==> src/rtl/sdm_pkg.sv <==
package sdm_pkg;
  typedef enum logic {PH_FALL = 1'b0, PH_RISE = 1'b1} sck_ph_e;

  // length code 0 means an 8-bit frame, otherwise the code is the bit count
  function automatic int unsigned frame_bits(input int unsigned code);
    return (code == 0) ? 8 : code;
  endfunction
endpackage

==> src/rtl/sdm_tick.sv <==
module sdm_tick #(
  parameter int DIV_W = 8
) (
  input  logic             clk,
  input  logic             rst,
  input  logic             run,
  input  logic [DIV_W-1:0] div,
  output logic             tick
);
  logic [DIV_W-1:0] cnt;

  always_ff @(posedge clk) begin
    if (rst || !run)     cnt <= '0;
    else if (cnt == div) cnt <= '0;
    else                 cnt <= cnt + 1'b1;
  end

  assign tick = run && (cnt == div);
endmodule

==> src/rtl/sdm_txbuf.sv <==
module sdm_txbuf #(
  parameter int DATA_W = 16
) (
  input  logic              clk,
  input  logic              rst,
  input  logic              en,
  input  logic              wr,
  input  logic [DATA_W-1:0] wdata,
  input  logic              take,
  output logic              full,
  output logic [DATA_W-1:0] data,
  output logic              ovr
);
  logic accept;
  assign accept = en && wr && (!full || take);

  always_ff @(posedge clk) begin
    if (rst) begin
      full <= 1'b0;
      data <= '0;
      ovr  <= 1'b0;
    end else if (!en) begin
      full <= 1'b0;
      ovr  <= 1'b0;
    end else begin
      if (accept) begin
        full <= 1'b1;
        data <= wdata;
      end else if (take) begin
        full <= 1'b0;
      end
      if (wr && full && !take) ovr <= 1'b1;
    end
  end

  a_r10_ovr_sticky: assert property (@(posedge clk) disable iff (rst)
    (ovr && en) |=> ovr);
  a_r11_disabled_empty: assert property (@(posedge clk) disable iff (rst)
    !en |=> !full);
endmodule

==> src/rtl/sdm_shift.sv <==
module sdm_shift
  import sdm_pkg::*;
#(
  parameter int DATA_W = 16,
  parameter int LEN_W  = 4
) (
  input  logic              clk,
  input  logic              rst,
  input  logic              en,
  input  logic              tick,
  input  logic              buf_full,
  input  logic [DATA_W-1:0] buf_data,
  input  logic              lsb_cfg,
  input  logic [LEN_W-1:0]  len_code,
  input  logic              miso,
  output logic              take,
  output logic              active,
  output logic              sck,
  output logic              mosi,
  output logic [DATA_W-1:0] rx_data,
  output logic              irq_txe,
  output logic              irq_rxe
);
  localparam int CW = $clog2(DATA_W + 1);
  localparam int IW = $clog2(DATA_W);
  localparam logic [CW-1:0] W_C = CW'(DATA_W);

  sck_ph_e           ph;
  logic [CW-1:0]     nbits;
  logic [CW-1:0]     bitn;
  logic              lsb_q;
  logic [DATA_W-1:0] sh;
  logic [DATA_W-1:0] rs;
  logic              last;
  logic [IW-1:0]     top_idx;
  logic [DATA_W-1:0] rs_msb;
  logic [DATA_W-1:0] rs_lsb;

  assign last    = (bitn == nbits - 1'b1);
  assign top_idx = IW'(nbits - 1'b1);
  assign rs_msb  = {rs[DATA_W-2:0], miso};
  assign rs_lsb  = {miso, rs[DATA_W-1:1]};
  assign take    = en && buf_full && (!active || (tick && ph == PH_RISE && last));

  always_ff @(posedge clk) begin
    if (rst) begin
      active  <= 1'b0;
      ph      <= PH_FALL;
      nbits   <= CW'(8);
      bitn    <= '0;
      lsb_q   <= 1'b0;
      sh      <= '0;
      rs      <= '0;
      sck     <= 1'b1;
      mosi    <= 1'b0;
      rx_data <= '0;
      irq_txe <= 1'b0;
      irq_rxe <= 1'b0;
    end else begin
      irq_txe <= 1'b0;
      irq_rxe <= 1'b0;
      if (!en) begin
        active <= 1'b0;
        ph     <= PH_FALL;
        sck    <= 1'b1;
      end else if (active && tick) begin
        if (ph == PH_FALL) begin
          sck  <= 1'b0;
          mosi <= lsb_q ? sh[0] : sh[top_idx];
          ph   <= PH_RISE;
        end else begin
          sck  <= 1'b1;
          ph   <= PH_FALL;
          bitn <= bitn + 1'b1;
          sh   <= lsb_q ? (sh >> 1) : (sh << 1);
          rs   <= lsb_q ? rs_lsb : rs_msb;
          if (last) begin
            rx_data <= lsb_q ? (rs_lsb >> (W_C - nbits)) : rs_msb;
            irq_rxe <= 1'b1;
            bitn    <= '0;
            if (!take) active <= 1'b0;
          end
        end
      end
      if (take) begin
        active  <= 1'b1;
        sh      <= buf_data;
        rs      <= '0;
        bitn    <= '0;
        nbits   <= CW'(frame_bits(32'(len_code)));
        lsb_q   <= lsb_cfg;
        irq_txe <= 1'b1;
      end
    end
  end

  a_r4_mosi_steady: assert property (@(posedge clk) disable iff (rst)
    $rose(sck) |-> $stable(mosi));
  a_r9_idle_high: assert property (@(posedge clk) disable iff (rst)
    !active |-> sck);
  a_r6_txe_pulse: assert property (@(posedge clk) disable iff (rst)
    irq_txe |=> !irq_txe);
  a_r5_rxe_pulse: assert property (@(posedge clk) disable iff (rst)
    irq_rxe |=> !irq_rxe);
endmodule

==> src/rtl/serial_dbuf_master.sv <==
module serial_dbuf_master #(
  parameter int DATA_W = 16,
  parameter int LEN_W  = $clog2(DATA_W),
  parameter int DIV_W  = 8
) (
  input  logic              clk,
  input  logic              rst,
  input  logic              cfg_en,
  input  logic              cfg_lsb_first,
  input  logic [LEN_W-1:0]  cfg_len,
  input  logic [DIV_W-1:0]  cfg_div,
  input  logic              tx_wr,
  input  logic [DATA_W-1:0] tx_data,
  input  logic              miso,
  output logic              sck,
  output logic              mosi,
  output logic [DATA_W-1:0] rx_data,
  output logic              busy,
  output logic              ovr,
  output logic              irq_txe,
  output logic              irq_rxe
);
  logic              take;
  logic              full;
  logic [DATA_W-1:0] buf_data;
  logic              active;
  logic              tick;

  sdm_txbuf #(.DATA_W(DATA_W)) u_buf (
    .clk(clk), .rst(rst), .en(cfg_en), .wr(tx_wr), .wdata(tx_data),
    .take(take), .full(full), .data(buf_data), .ovr(ovr)
  );

  sdm_tick #(.DIV_W(DIV_W)) u_tick (
    .clk(clk), .rst(rst), .run(active), .div(cfg_div), .tick(tick)
  );

  sdm_shift #(.DATA_W(DATA_W), .LEN_W(LEN_W)) u_shift (
    .clk(clk), .rst(rst), .en(cfg_en), .tick(tick),
    .buf_full(full), .buf_data(buf_data), .lsb_cfg(cfg_lsb_first),
    .len_code(cfg_len), .miso(miso), .take(take), .active(active),
    .sck(sck), .mosi(mosi), .rx_data(rx_data),
    .irq_txe(irq_txe), .irq_rxe(irq_rxe)
  );

  assign busy = active || full;

  a_r8_joint_reload: assert property (@(posedge clk) disable iff (rst)
    (irq_rxe && irq_txe) |-> busy);
endmodule

==> config.mk <==
export PLATFORM = sky130hd
export DESIGN_NAME = serial_dbuf_master
export DESIGN_NICKNAME = d
export VERILOG_FILES = /design/src/rtl/sdm_pkg.sv /design/src/rtl/sdm_tick.sv /design/src/rtl/sdm_txbuf.sv /design/src/rtl/sdm_shift.sv /design/src/rtl/serial_dbuf_master.sv
export SDC_FILE = /design/constraint.sdc
export NUM_CORES = 1
export LEC_CHECK = 0
export BUFFER_PORTS_ARGS = -buffer_cell sky130_fd_sc_hd__clkbuf_2
export CORE_AREA = 2 2 111 167
export DETAILED_ROUTE_END_ITERATION = 10
export DIE_AREA = 0 0 113 169
export PLACE_DENSITY_LB_ADDON = 0.12
export SLEW_MARGIN = 20
export SYNTH_ARGS = -nofsm -noshare
export SYNTH_HDL_FRONTEND = slang
export SYNTH_HIERARCHICAL = 1
export SYNTH_SLANG_ARGS = --single-unit
==> constraint.sdc <==
create_clock -name clk -period 8.45 [get_ports clk]
set_clock_uncertainty 0.1 [all_clocks]
set_input_delay 0.845 -clock clk [delete_from_list [all_inputs] [get_ports clk]]
set_output_delay 0.845 -clock clk [all_outputs]
set_load 0.05 [all_outputs]
==> metrics.txt, run 1 <==
Filler Cells Inserted=1879; TritonCTS sink count=90; Starting Density=just under 30%; Final Critical Period=3920 ps; max-cap violations=0; Main synth FF type=dfxtp_1; Die Y=169 um; H-tree Lvls=3; Post-CTS Resized=0; clock root cell=clkbuf_16; Min-Delay Path Class=flip-flop to flip-flop; multi-input logic area=0.00321 mm2; Post-synth EDFFs=0; Crit path buffers/inverters=3; Top delay family on crit path=simple AND/OR/NAND/NOR gates; final setup TNS=0 ps; Period Utilization, post-route=46.3%; DR iter-0 viols=158; wire per inst=16.6 um; via/cell ratio=5.23; busiest grt layer=met2; status=complete, but fails checks; Slew @ Worst Pin=1020 ps; Synth top cells by count=90 x dfxtp_1, 70 x mux2i_1, 67 x nand2_1, 36 x nand2b_1, 35 x a21oi_1; n_diodes=0; GRT met3 Usage=2.43%; slowest stage delay, CP=750 ps; met2 global-route usage=25.4%; Worst Path Arrival=~4100 ps; met1 Track Usage GR=between 15 and 20%; Die W=113 um; Num CTS Buffers=9; Syn Area/Cell=9.28 um2; Fin. Hold Viols=0; largest net degree at the start of global routing=79; RD Place Congestion=about 0.8; Yosys reg bits=90; Post-CTS Setup Repair Bufs=0; Startpoint Class=flip-flop; IO buf count=55; sequential area share after synthesis=34.4%; CTS tree=built; area grow syn2layout=13.5%; crit-path max FO=25; hold-fix buffers at CTS=0; dpl ws=4350 ps; critical path, cell by cell=buf_4 > inv_1 > ha_1 > xnor2_1 > o211a_1 > and4_1 > a21oi_4 > inv_4 > nor2b_4 > nor2_8 > mux2i_1; Setup crit end kind=flip-flop; Slew Limit Headroom=about a third; post-synthesis cell count=565; CP required=8620 ps; Detail Route Antenna Nets=0; violated checks=DRC; DR DRC count=6; Mapped Nets=603; Setup CP Type=flip-flop to flip-flop; YS warnings=6; dpl hpwl=9.32 mm; Rows=60; Peak VDD IR=0.105 mV; GRT Total Usage=14.5%; total gr overflow=0; layout cell share with drive strength beyond 1=19.4%; Leakage=slightly below 2 nW; top cells by area, synth=dfxtp_1 34%, mux2i_1 13%, mux4_2 7.3%, nand2_1 4.8%, nand2b_1 4.3%; Core Region=about 0.018 mm2; synth unique cells=58; via count=4266; DIE AREA=0.0191 mm2; First-pass DRT Iterations=8; first-pass GRT wire length=22.4 mm; vias in the first global route=4309; WL final=13.5 mm; PnR worst setup slack=around 4500 ps; final setup violation count=0; f_max=between 0.2 and 0.3 GHz; RSZ-0062 raised after global routing=false; final net count=around 630; Mapped Area=0.00524 mm2; CTS max path bufs=2; Top Ports=56; max-slew violations=0; Hold Slack=361 ps; top-area cell type share of the netlist area=about 34%; latest clock arrival within the worst-skew pair=350 ps; Power Dens Cells=157 mW/mm2; initial antenna violation count=0; async set-or-reset flop fraction in the synthesized netlist=0%; Crit-path slowest cell=and4_1; sequential cell area=about 0.0018 mm2; most numerous cell in the Yosys netlist=dfxtp_1; leading area contributor after synthesis=dfxtp_1; Reg clk slew, reported paths=about 70 ps
==> report_power, final <==
part           total [mW]  leakage, nW  switching (mW)  internal (mW)
clock network       0.430        0.153           0.171          0.259
registers           0.434        0.728         0.00460          0.430
logic              0.0696         1.09          0.0409         0.0287
==> kinds of logic (layout without fill, tap and decap cells) <==
logic type	after synthesis	after routing	share of synthesized area (%)
compound gates	116	116	15.7
xor+xnor	22	22	3.94
fa+ha+maj	4	4	0.954
buf+inv	52	85	4.70
flops	90	90	34.4
mux	90	90	21.3
simple gates	191	191	19.1
==> final cells by class <==
cell class	count	area share [%]
multi-input cells	423	54.0
flip-flops and latches	90	30.3
repair buffers	61	5.38
well taps	217	4.56
clock buffers	11	3.91
clock inverters	5	1.32
inverters	8	0.547
==> through the flow <==
stage	power (mW)	area [um2]	std cells	utilization, %
after detailed placement	0.515	5630	799	31.8
after global placement	0.514	5630	799	31.8
after CTS	0.951	5940	815	33.5
final	0.934	5950	815	33.6
after floorplan	0.494	5240	565	-
after global routing	0.972	5950	815	33.6
==> layer usage <==
metal	up-vias	share of wire [%]
met1	2032	44
met5	-	0
met3	19	3.2
li1	2124	-
met2	91	51
met4	0	1.9
==> layout by cell type (no fill, tap or decap), types with 2 or more instances in the layout <==
master and count:
o211ai_1 15, dfxtp_1 89, clkbuf_1 2, ha_1 4, o21ai_0 5, nand3_1 7, a2111oi_0 5, xnor2_1 3
mux2_2 2, o31ai_1 3, a31o_2 3, or3_1 3, and3_1 2, nor2_1 32, a21oi_1 34, nand2_1 67
clkbuf_2 55, mux4_2 17, nand2b_1 36, o22ai_1 2, nor3b_1 3, xor2_1 17, a311oi_1 8, a211oi_1 28
buf_4 6, bufinv_16 2, nand2_2 2, mux2i_1 70, nor4_4 2, inv_1 7, a221oi_1 2, nor2b_1 5
clkinv_2 2, clkbuf_16 9, nand4_1 5, nor3_1 16
==> tightest hold or removal path, delay by kind of cell (launching register included) <==
family        cells  cell delay (ps)
flops             1              310
simple gates      1               50
mux               1               50
==> worst paths after layout <==
path | cells after the start | to | slack [ps] | startpoint
worst max-delay path | 11 | u_buf/data[11] | 4530 | u_shift/nbits[0]
worst min-delay path | 2 | u_shift/sh[10] | 360 | u_buf/data[10]
worst max register to register | 11 | u_buf/data[11] | 4530 | u_shift/nbits[0]
worst min register to register | 2 | u_shift/sh[10] | 360 | u_buf/data[10]
==> registers in the layout, indices dropped and copies added, names as in the netlist, 4 cells and up <==
name             cells
u_shift/sh          16
u_buf/data          16
u_tick/cnt           8
u_shift/rx_data     16
u_shift/rs          16
u_shift/nbits        4
u_shift/bitn         5
(Power assumes the default switching activity.)
==> run 2: changes to the inputs <==
--- a/config.mk
+++ b/config.mk
@@ -5,6 +5,7 @@
 export SDC_FILE = /design/constraint.sdc
 export NUM_CORES = 1
 export LEC_CHECK = 0
+export ABC_AREA = 1
 export BUFFER_PORTS_ARGS = -buffer_cell sky130_fd_sc_hd__clkbuf_2
 export CORE_AREA = 2 2 111 167
 export DETAILED_ROUTE_END_ITERATION = 10
==> constraint.sdc (replaced) <==
create_clock -name clk -period 3.72 [get_ports clk]
set_clock_uncertainty 0.1 [all_clocks]
set_input_delay 0.372 -clock clk [delete_from_list [all_inputs] [get_ports clk]]
set_output_delay 0.372 -clock clk [all_outputs]
set_load 0.05 [all_outputs]
==> run 2 against run 1 <==
  * Critical path depth rose by 5
  * First-iteration DRC count rose by 46%
  * Critical path type unchanged
  * The flow still finishes with violations (DRC)
  * Largest cell class unchanged
  * Cell count rose by 31%
  * Via count rose by 18%
  * Global-route usage rose by 1.6 points
  * Die area did not move
  * Core utilization fell by 0.13 points
  * Total power rose by 140%
  * Non-clock buffer count rose by 7
==> metrics.txt, run 2 <==
status=complete, but fails checks (unchanged); violated checks=DRC (unchanged); flop2flop setup slack=710 ps (was 4530 ps); Slew @ Worst Pin=711 ps (was 1020 ps); initial antenna violation count=0 (unchanged); Die Y=169 um (unchanged); Num CTS Buffers=9 (unchanged); Power Dens Cells=371 mW/mm2 (was 157 mW/mm2); Die W=113 um (unchanged); dpl hpwl=11.1 mm (was 9.32 mm); max-slew violations=0 (unchanged); Period Utilization, post-route=80.9% (was 46.3%); hold-fix buffers at CTS=0 (unchanged); Peak VDD IR=0.247 mV (was 0.105 mV); top cells by area, synth=dfxtp_1 35%, nand2_1 17%, nand3_1 7.0%, a21oi_1 6.4%, inv_1 5.9% (was dfxtp_1 34%, mux2i_1 13%, mux4_2 7.3%, nand2_1 4.8%, nand2b_1 4.3%); PnR worst setup slack=712 ps (was 4530 ps); Final Critical Period=3010 ps (was 3920 ps); CP required=3860 ps (was 8620 ps); Main synth FF type=dfxtp_1 (unchanged); most numerous cell in the Yosys netlist=nand2_1 (was dfxtp_1); final setup TNS=0 ps (unchanged); dpl ws=724 ps (was 4350 ps); Post-CTS Setup Repair Bufs=0 (unchanged); clock root cell=clkbuf_16 (unchanged); WL final=14.9 mm (was 13.5 mm); commonest non-fill, non-tap cell in the layout=nand2_1 (was dfxtp_1); Rows=60 (unchanged); n_diodes=0 (unchanged); largest net degree at the start of global routing=37 (was 79); Finished Core Util=33.5% (was 33.6%); First-pass DRT Iterations=10 (was 8); Mapped Nets=848 (was 603); wire per inst=14.0 um (was 16.6 um); most frequent cells in the layout=231 x nand2_1, 90 x dfxtp_1, 81 x inv_1, 73 x nand3_1, 66 x a21oi_1 (was 89 x dfxtp_1, 70 x mux2i_1, 67 x nand2_1, 55 x clkbuf_2, 36 x nand2b_1); Min-Delay Path Class=primary input to flip-flop (was flip-flop to flip-flop); RD Place Congestion=0.898 (was 0.822); Reg clk slew, reported paths=60 ps (was 70 ps); max-cap violations=0 (unchanged); DP Area=0.00559 mm2 (was 0.00563 mm2); via/cell ratio=4.73 (was 5.23); Fin. Hold Viols=0 (unchanged); Top Ports=56 (unchanged); IO buf count=55 (unchanged); synth unique cells=33 (was 58); first-pass GRT wire length=24.5 mm (was 22.4 mm); Setup crit end kind=flip-flop (unchanged); Setup CP Type=flip-flop to flip-flop (unchanged); TritonCTS sink count=90 (unchanged); Syn Area/Cell=6.41 um2 (was 9.28 um2); sequential area share after synthesis=34.7% (was 34.4%); vias in the first global route=4921 (was 4309); top-area cell type share of the netlist area=34.7% (was 34.4%); Filler Cells Inserted=2019 (was 1879); via count=5045 (was 4266); hold-critical path endpoint=u_shift/nbits[0] (was u_shift/sh[10]); Post-CTS Resized=0 (unchanged); R2R Path End=u_buf/data[8] (was u_buf/data[11]); Yosys reg bits=90 (unchanged); Post-synth EDFFs=0 (unchanged); area grow syn2layout=14.2% (was 13.5%); Worst Path Arrival=3140 ps (was 4080 ps); reg-to-reg critical path startpoint=u_shift/nbits[1] (was u_shift/nbits[0]); Finished Layout Cells=1067 (was 815); final net count=883 (was 631); f_max=0.332 GHz (was 0.255 GHz); YS warnings=6 (unchanged); Starting Density=29.3% (was 29.6%); GRT Total Usage=16.1% (was 14.5%); DR DRC count=3 (was 6); Startpoint Class=flip-flop (unchanged); Detail Route Antenna Nets=0 (unchanged); CTS tree=built (unchanged); min-delay src=cfg_len[0] (was u_buf/data[10]); # placed instances=1051 (was 799); hold depth=3 (was 2); post-synthesis cell count=810 (was 565); layout cell share with drive strength beyond 1=14.5% (was 19.4%); worst reg-to-reg path cell count=16 (was 11); Core Region=0.0177 mm2 (unchanged); crit-path max FO=36 (was 25); post-route cell area=0.00593 mm2 (was 0.00595 mm2); async set-or-reset flop fraction in the synthesized netlist=0% (unchanged); DIE AREA=0.0191 mm2 (unchanged); latest clock arrival within the worst-skew pair=340 ps (was 350 ps); H-tree Lvls=3 (unchanged); Mapped Area=0.00519 mm2 (was 0.00524 mm2); Synth top cells by count=231 x nand2_1, 90 x dfxtp_1, 81 x inv_1, 73 x nand3_1, 66 x a21oi_1 (was 90 x dfxtp_1, 70 x mux2i_1, 67 x nand2_1, 36 x nand2b_1, 35 x a21oi_1); leading area contributor after synthesis=dfxtp_1 (unchanged); total gr overflow=0 (unchanged); DR iter-0 viols=230 (was 158); final setup violation count=0 (unchanged); RSZ-0062 raised after global routing=false (unchanged); Leakage=2.46 nW (was 1.97 nW); CTS max path bufs=2 (unchanged); Slew Limit Headroom=52.6% (was 32.1%)
==> run 2: cell count changes in the layout (fill, tap and decap cells not counted), moves of 27 or more <==
cell      change
nand2b_1     -36
a21oi_1      +32
a211oi_1     -27
nand2_1     +164
inv_1        +74
nand3_1      +66
o21ai_0      +54
mux2i_1      -70
==> run 2: worst max-delay path, stage by stage (launching register included) <==
cell and delay (ps):
dfxtp_1 330, inv_1 70, ha_1 330, nand2_1 80, inv_1 40, nor2_1 90, nand3_1 90, nor2_2 240
nand3_2 140, nand2_4 190, nand2_4 250, inv_1 140, inv_2 50, nand2_2 450, nand3_1 160, nand2_1 90
nor2_1 50
==> run 2: kinds of logic (layout without fill, tap and decap cells) <==
family | Yosys count | count (layout) | synth area share (%)
fa+ha+maj | 4 | 4 | 0.964
flops | 90 | 90 | 34.7
simple gates | 396 | 396 | 33.2
buf+inv | 137 | 177 | 11.4
xor+xnor | 9 | 9 | 1.52
compound gates | 174 | 174 | 18.2
==> run 2: worst max path at each step <==
stage / from / to
finish: u_shift/nbits[1] / u_buf/data[8]
global route: u_shift/nbits[0] / u_buf/data[3]
CTS: u_shift/nbits[1] / u_buf/data[8]
detailed placement: cfg_div[4] / u_buf/data[1]
global placement: u_shift/nbits[1] / u_buf/data[11]
floorplan: u_shift/nbits[0] / u_buf/data[1]
==> run 2: cell type report <==
| class | instances | area, um2 | area share [%] |
|---|---|---|---|
| clock buffer | 10 | 229 | 3.86 |
| clock inverter | 6 | 105 | 1.77 |
| inverter | 93 | 349 | 5.89 |
| multi-input combinational | 583 | 2800 | 47.2 |
| sequential | 90 | 1800 | 30.4 |
| tap | 217 | 272 | 4.58 |
| timing repair buffer | 68 | 373 | 6.29 |
==> run 2: report_power, final <==
part | internal, mW | switching, mW
logic | 0.0562 | 0.105
clock network | 0.654 | 0.390
registers | 0.982 | 0.0127
total | 1.69 | 0.508
==> run 2: per-layer routing <==
metal / vias up / global-route usage, % / share of wire [%]
li1: 2700 / - / -
met2: 56 / 30.6 / 54
met1: 2275 / 17.4 / 41
met5: - / 0 / 0
met4: 0 / 6.84 / 2.2
met3: 14 / 2.36 / 2.2
==> run 2: per-stage QoR <==
stage | hold slack, ps | total power, mW
final | 164 | 2.20
after global placement | 363 | 1.18
after floorplan | 352 | 1.13
after CTS | 156 | 2.24
after detailed placement | 367 | 1.18
after global routing | 175 | 2.30
